$ cat src/rtl/gyro_spi_pkg.sv
package gyro_spi_pkg;
  localparam int RATE_W = 16;
  localparam int TEMP_W = 12;

  localparam logic [6:0] A_VEND = 7'h00;
  localparam logic [6:0] A_SENS = 7'h01;
  localparam logic [6:0] A_PART = 7'h02;
  localparam logic [6:0] A_REV  = 7'h03;
  localparam logic [6:0] A_SN0  = 7'h04;
  localparam logic [6:0] A_SN1  = 7'h05;
  localparam logic [6:0] A_SN2  = 7'h06;
  localparam logic [6:0] A_SN3  = 7'h07;
  localparam logic [6:0] A_XL   = 7'h08;
  localparam logic [6:0] A_XH   = 7'h09;
  localparam logic [6:0] A_YL   = 7'h0A;
  localparam logic [6:0] A_YH   = 7'h0B;
  localparam logic [6:0] A_TL   = 7'h0C;
  localparam logic [6:0] A_TH   = 7'h0D;
  localparam logic [6:0] A_PWR  = 7'h10;
  localparam logic [6:0] A_FLT  = 7'h11;
  localparam logic [6:0] A_DRC  = 7'h12;

  localparam logic [7:0] ID_VEND = 8'hAD;
  localparam logic [7:0] ID_SENS = 8'h1D;
  localparam logic [7:0] ID_PART = 8'h92;

  localparam logic [7:0] PWR_MASK  = 8'h03;
  localparam logic [7:0] FLT_MASK  = 8'hF7;
  localparam logic [7:0] DRC_MASK  = 8'h03;
  localparam logic [1:0] DRC_ROUTE = 2'b01;

  typedef struct packed {
    logic [RATE_W-1:0] x;
    logic [RATE_W-1:0] y;
    logic [TEMP_W-1:0] t;
  } gyro_sample_t;
endpackage

$ cat src/rtl/gyro_spi_phy.sv
module gyro_spi_phy #(
  parameter int SYNC_LEN = 2
) (
  input  logic       clk,
  input  logic       rst_n,
  input  logic       spi_sclk,
  input  logic       spi_cs_n,
  input  logic       spi_mosi,
  output logic       spi_miso,
  output logic       sel,
  output logic       rx_valid,
  output logic [7:0] rx_byte,
  input  logic       tx_load,
  input  logic [7:0] tx_byte
);
  localparam int NSIG = 3;
  localparam logic [NSIG-1:0] SYNC_RST = 3'b110;

  logic [NSIG-1:0] raw_in, synced;
  assign raw_in = {spi_sclk, spi_cs_n, spi_mosi};

  for (genvar g = 0; g < NSIG; g++) begin : g_sync
    logic [SYNC_LEN-1:0] chain;
    always_ff @(posedge clk or negedge rst_n) begin
      if (!rst_n) chain <= {SYNC_LEN{SYNC_RST[g]}};
      else        chain <= {chain[SYNC_LEN-2:0], raw_in[g]};
    end
    assign synced[g] = chain[SYNC_LEN-1];
  end

  logic s_sclk, s_cs_n, s_mosi, sclk_q;
  assign s_sclk = synced[2];
  assign s_cs_n = synced[1];
  assign s_mosi = synced[0];

  logic rise, fall;
  assign rise = s_sclk & ~sclk_q;
  assign fall = ~s_sclk & sclk_q;
  assign sel  = ~s_cs_n;

  logic [2:0] bit_cnt;
  logic [7:0] rx_sh, tx_sh;

  always_ff @(posedge clk or negedge rst_n) begin
    if (!rst_n) begin
      sclk_q   <= 1'b1;
      bit_cnt  <= '0;
      rx_sh    <= '0;
      tx_sh    <= '0;
      rx_valid <= 1'b0;
      rx_byte  <= '0;
    end else begin
      sclk_q   <= s_sclk;
      rx_valid <= 1'b0;
      if (!sel) begin
        bit_cnt <= '0;
        rx_sh   <= '0;
        tx_sh   <= '0;
      end else begin
        if (rise) begin
          rx_sh   <= {rx_sh[6:0], s_mosi};
          bit_cnt <= bit_cnt + 3'd1;
          if (bit_cnt == 3'd7) begin
            rx_valid <= 1'b1;
            rx_byte  <= {rx_sh[6:0], s_mosi};
          end
        end
        // the MSB of a freshly loaded byte is already on the line, so the
        // falling edge that opens a byte must not shift
        if (tx_load)                      tx_sh <= tx_byte;
        else if (fall && bit_cnt != 3'd0) tx_sh <= {tx_sh[6:0], 1'b0};
      end
    end
  end

  assign spi_miso = sel & tx_sh[7];
endmodule

$ cat src/rtl/gyro_spi_regfile.sv
module gyro_spi_regfile
  import gyro_spi_pkg::*;
#(
  parameter logic [7:0]  REV_ID    = 8'h01,
  parameter logic [31:0] SERIAL_NO = 32'h5EC0_1234
) (
  input  logic         clk,
  input  logic         rst_n,
  input  logic         smp_valid,
  input  gyro_sample_t smp,
  input  logic         snap,
  input  logic         wr_en,
  input  logic [6:0]   wr_addr,
  input  logic [7:0]   wr_data,
  input  logic [6:0]   rd_addr,
  input  logic         rd_clr,
  output logic [7:0]   rd_data,
  output logic         meas,
  output logic         drdy_out
);
  localparam int TEMP_PAD = 2*8 - TEMP_W;

  gyro_sample_t live, shadow;
  logic [7:0] pwr, flt, drc;
  logic       flag, accept;

  assign meas   = pwr[1];
  assign accept = smp_valid & meas;

  always_ff @(posedge clk or negedge rst_n) begin
    if (!rst_n) begin
      live   <= '0;
      shadow <= '0;
      pwr    <= '0;
      flt    <= '0;
      drc    <= '0;
      flag   <= 1'b0;
    end else begin
      if (accept) begin
        live.x <= smp.x;
        live.y <= smp.y;
        if (pwr[0]) live.t <= smp.t;
      end
      if (snap) shadow <= live;
      if (wr_en) begin
        case (wr_addr)
          A_PWR:   pwr <= wr_data & PWR_MASK;
          A_FLT:   flt <= wr_data & FLT_MASK;
          A_DRC:   drc <= wr_data & DRC_MASK;
          default: ;
        endcase
      end
      if (!meas)       flag <= 1'b0;
      else if (accept) flag <= 1'b1;
      else if (rd_clr) flag <= 1'b0;
    end
  end

  always_comb begin
    case (rd_addr)
      A_VEND: rd_data = ID_VEND;
      A_SENS: rd_data = ID_SENS;
      A_PART: rd_data = ID_PART;
      A_REV:  rd_data = REV_ID;
      A_SN0, A_SN1, A_SN2, A_SN3:
              rd_data = SERIAL_NO[{rd_addr[1:0], 3'b000} +: 8];
      A_XL:   rd_data = shadow.x[7:0];
      A_XH:   rd_data = shadow.x[15:8];
      A_YL:   rd_data = shadow.y[7:0];
      A_YH:   rd_data = shadow.y[15:8];
      A_TL:   rd_data = shadow.t[7:0];
      A_TH:   rd_data = {{TEMP_PAD{shadow.t[TEMP_W-1]}}, shadow.t[TEMP_W-1:8]};
      A_PWR:  rd_data = pwr;
      A_FLT:  rd_data = flt;
      A_DRC:  rd_data = drc;
      default: rd_data = 8'h00;
    endcase
  end

  assign drdy_out = flag & (drc[1:0] == DRC_ROUTE);
endmodule

$ cat src/rtl/gyro_spi_regs.sv
module gyro_spi_regs
  import gyro_spi_pkg::*;
#(
  parameter int          SYNC_LEN  = 2,
  parameter logic [7:0]  REV_ID    = 8'h01,
  parameter logic [31:0] SERIAL_NO = 32'h5EC0_1234
) (
  input  logic              clk,
  input  logic              rst_n,
  input  logic              spi_sclk,
  input  logic              spi_cs_n,
  input  logic              spi_mosi,
  output logic              spi_miso,
  input  logic              smp_valid,
  output logic              smp_ready,
  input  logic [RATE_W-1:0] smp_rate_x,
  input  logic [RATE_W-1:0] smp_rate_y,
  input  logic [TEMP_W-1:0] smp_temp,
  output logic              drdy_out
);
  logic       sel, rx_valid, tx_load;
  logic [7:0] rx_byte, rd_data;
  logic       phase_data, is_read, meas;
  logic [6:0] addr;
  logic       snap, wr_en, rd_clr;
  gyro_sample_t smp_in;

  assign smp_in    = '{x: smp_rate_x, y: smp_rate_y, t: smp_temp};
  assign smp_ready = rst_n;

  gyro_spi_phy #(.SYNC_LEN(SYNC_LEN)) i_phy (
    .clk(clk), .rst_n(rst_n),
    .spi_sclk(spi_sclk), .spi_cs_n(spi_cs_n), .spi_mosi(spi_mosi),
    .spi_miso(spi_miso), .sel(sel),
    .rx_valid(rx_valid), .rx_byte(rx_byte),
    .tx_load(tx_load), .tx_byte(rd_data)
  );

  // command byte opens the data phase; data bytes step the address
  always_ff @(posedge clk or negedge rst_n) begin
    if (!rst_n) begin
      phase_data <= 1'b0;
      is_read    <= 1'b0;
      addr       <= '0;
      tx_load    <= 1'b0;
    end else if (!sel) begin
      phase_data <= 1'b0;
      is_read    <= 1'b0;
      tx_load    <= 1'b0;
    end else begin
      tx_load <= 1'b0;
      if (rx_valid) begin
        if (!phase_data) begin
          phase_data <= 1'b1;
          is_read    <= rx_byte[7];
          addr       <= rx_byte[6:0];
          tx_load    <= rx_byte[7];
        end else begin
          addr    <= addr + 7'd1;
          tx_load <= is_read;
        end
      end
    end
  end

  assign snap   = rx_valid & ~phase_data & rx_byte[7];
  assign wr_en  = rx_valid & phase_data & ~is_read;
  assign rd_clr = rx_valid & phase_data & is_read & (addr == A_YH);

  gyro_spi_regfile #(.REV_ID(REV_ID), .SERIAL_NO(SERIAL_NO)) i_rf (
    .clk(clk), .rst_n(rst_n),
    .smp_valid(smp_valid), .smp(smp_in),
    .snap(snap),
    .wr_en(wr_en), .wr_addr(addr), .wr_data(rx_byte),
    .rd_addr(addr), .rd_clr(rd_clr), .rd_data(rd_data),
    .meas(meas), .drdy_out(drdy_out)
  );
endmodule

$ cat config.mk
export PLATFORM = sky130hd
export DESIGN_NAME = gyro_spi_regs
export DESIGN_NICKNAME = d
export VERILOG_FILES = /design/src/rtl/gyro_spi_pkg.sv /design/src/rtl/gyro_spi_phy.sv /design/src/rtl/gyro_spi_regfile.sv /design/src/rtl/gyro_spi_regs.sv
export SDC_FILE = /design/constraint.sdc
export NUM_CORES = 1
export LEC_CHECK = 0
export BUFFER_PORTS_ARGS = -buffer_cell sky130_fd_sc_hd__buf_2
export CAP_MARGIN = 20
export CORE_ASPECT_RATIO = 1.2
export CORE_MARGIN = 5
export CORE_UTILIZATION = 43
export DETAILED_ROUTE_END_ITERATION = 10
export GPL_TIMING_DRIVEN = 0
export HOLD_SLACK_MARGIN = 0.06
export PLACE_DENSITY = 0.7
export REMOVE_ABC_BUFFERS = 1
export SKIP_LAST_GASP = 1
export SYNTH_ARGS = -nofsm -noshare
export SYNTH_HDL_FRONTEND = slang
export SYNTH_SLANG_ARGS = --single-unit
$ cat constraint.sdc
create_clock -name clk -period 1.95 [get_ports clk]
set_input_delay 0.195 -clock clk [delete_from_list [all_inputs] [get_ports clk]]
set_output_delay 0.195 -clock clk [all_outputs]
set_load 0.02 [all_outputs]
==> metrics.txt <==
relative slew slack 56.4%; share of cells above drive strength 1 42.3%; area leader, netlist dfrtp_1; Setup crit end kind flop; dpl ws -650 ps; Post-Syn Area 6340 um^2; first-pass GRT wire length 24000 um; cell area after layout 8220 um^2; core area 14400 um^2; worst setup path class flop to flop; main flop type after synthesis dfrtp_1; slowest stage delay, CP 490 ps; share of the synthesized area in the top cell type 54.8%; Synth Register Bits 144; register area share after synthesis 56.9%; clock period minus worst slack 1990 ps; Placer Congestion 0.847; worst-margin pin slew 652 ps; yosys warns 0; Setup TNS -233 ps; Syn Area/Cell 12.9 um^2; Skew-Pair Late Insertion Delay 410 ps; total CTS buffers 17; largest net degree at the start of global routing 99; commonest non-fill, non-tap cell in the layout dfrtp_1; WL final 14100 um; Detailed Place HPWL 9460 um; fraction of registers with async set or reset after synthesis 100%; clock sinks 144; Min Hold Slack 82.7 ps; RSZ-0062 raised after global routing yes; wire per inst 17.8 um; Iter 0 DRT Violations 208; area of placed instances 6780 um^2; top cells by area, synth dfrtp_1 55%, mux2_2 19%, dfstp_2 2.1%, nand2_1 2.0%, a21oi_1 1.7%; static leakage 3.92 nW; Worst-path clk slew 60 ps; number of flops mapped to enable cells by yosys 0; HP Class primary input to flop; # setup viols final 7; max-cap viol count 0; row count 48; final worst setup slack -45.0 ps; die height 143 um; DRC viols 0; Vias/cell 5.44; library cells used by synthesis 57; non-filler instance count after layout 792; number of inserted diodes 0; CP required 2240 ps; Syn Inst Count 493; Layout area overhead 29.5%; vias 4306; vias in the first global route 4755; outcome finished, violations left; Total GRT Usage 17.5%; Slew Viols, Final 0; Tot Pwr 6.70 mW; Pwr per Cell Area 815 nW/um^2; Cells after DPL 694; Initial Util 44.0%; Clock Skews 8.46 ps; TritonCTS clock tree built; startpoint types flop; failing checks setup timing; initial antenna violation count 0; leading cell types in the layout, fill and taps excluded 132 x dfrtp_1, 108 x mux2_2, 52 x buf_2; final hold viol count 0; Worst Path Arrival 2280 ps; Filler cells 1116; # H-tree levels 4; crit share post-route 102%; DRT antenna net count 0; Worst Path Max Fanout 7; worst path cell trace inv_4 -> ha_4 -> nor4_4 -> a2111oi_4 -> o311ai_4 -> buf_6 -> o32ai_1; port bufs 52; Peak VDD IR 0.000492 V; first drt pass iteration count 4; clock buffer depth 2; slowest CP cell dfrtp_2; die width 121 um; Remaining Overflow, GRT 0; die area 17300 um^2; clock root buffer clkbuf_16; Post-layout nets 663; Layout Utilization 57.0%; Fmax 501 MHz; total I/O pin count 53
## power by group
part	switching (mW)	internal, mW	leakage (nW)	total (mW)
logic	0.104	0.119	1.64	0.223
registers	0.0123	3.00	1.98	3.02
clock network	1.22	2.23	0.305	3.46
## flip-flops by register name, indices dropped and copies added, names as in the netlist, 2 cells and up
register            cells
addr                    7
i_phy.tx_sh             8
i_rf.shadow            44
i_rf.live              44
i_rf.drc                2
i_phy.rx_byte           8
i_phy.rx_sh             7
i_phy.bit_cnt           3
i_phy.g_sync.chain      6
i_rf.flt                7
i_rf.pwr                2
## per-layer routing
metal	share of wire (%)	up-vias	wire length [um]	global-route usage (%)
met2	53	79	7460	30.3
met3	2.9	29	414	3.25
met5	0	-	0	0
li1	-	2019	-	-
met1	41	2179	5840	20.9
met4	3.0	0	422	8.65
## timing repair
item | in CTS | in global routing
pin swaps | 5 | 4
hold buffers | 48 | 0
gates resized for setup | 35 | 11
cloned | 0 | 0
endpoints found under the setup margin | 65 | 24
buffers inserted | 9 | 10
hold endpoints to repair | 93 | 0
## kinds of logic after synthesis
kind of cell / after synthesis / share of synthesized area, %
multiplexers: 119 / 20.9
AO/OA/AOI/OAI: 77 / 8.88
AND/OR/NAND/NOR: 104 / 8.80
flip-flops: 144 / 56.9
adder cells (fa/ha/maj): 8 / 1.58
buffers and inverters: 40 / 2.80
XOR/XNOR: 1 / 0.138
## path summary, 6_finish.rpt
| path | from | to | slack, ps | cells past startpoint |
|---|---|---|---|---|
| worst max-delay path | addr[1] | i_phy.tx_sh[0] | -40 | 7 |
| worst min-delay path | smp_valid | i_rf.flag | 80 | 3 |
| worst max register to register | addr[1] | i_phy.tx_sh[0] | -40 | 7 |
| worst min register to register | i_phy.g_sync[1].chain[0] | i_phy.g_sync[1].chain[1] | 360 | 0 |
| max in group asynchronous | rst_n | addr[4] | 800 | 3 |
| min in group asynchronous | rst_n | i_rf.live[9] | 290 | 2 |
## cells in the mapped netlist (2+ instances only)
master	n
o21ai_0	7
nor4_1	2
nor3_2	2
o22ai_1	7
or2_2	2
a222oi_1	4
nand3_1	13
a31oi_1	3
nor2b_1	7
clkbuf_1	17
nor2_1	15
mux2i_1	11
buf_2	4
nor3b_1	2
or3_4	2
o21a_1	3
a221oi_1	2
and4_1	6
inv_1	8
buf_1	6
o22a_1	4
a32oi_1	3
dfrtp_1	139
o31ai_1	2
and3_1	10
mux2_2	108
nand2b_1	2
buf_4	2
a22oi_1	5
a22o_1	2
nand2_1	34
dfstp_2	5
a21oi_1	22
ha_1	8
buf_6	2
## worst max-delay path: cells and delay by family (launching register included)
family                   cells  cell delay (ps)
adder cells (fa/ha/maj)      1              200
AO/OA/AOI/OAI                3              520
buffers and inverters        2              250
AND/OR/NAND/NOR              1              400
flip-flops                   1              490
## area by class of cell
class                      instances  area (um^2)  share of cell area [%]
inverter                           9         38.8                   0.472
timing repair buffer             124          987                    12.0
tap                              175          219                    2.66
multi-input combinational        309         2720                    33.1
sequential                       144         3620                    44.1
clock inverter                    10          159                    1.93
clock buffer                      21          470                    5.73
Power figures use the tool's default switching activity.
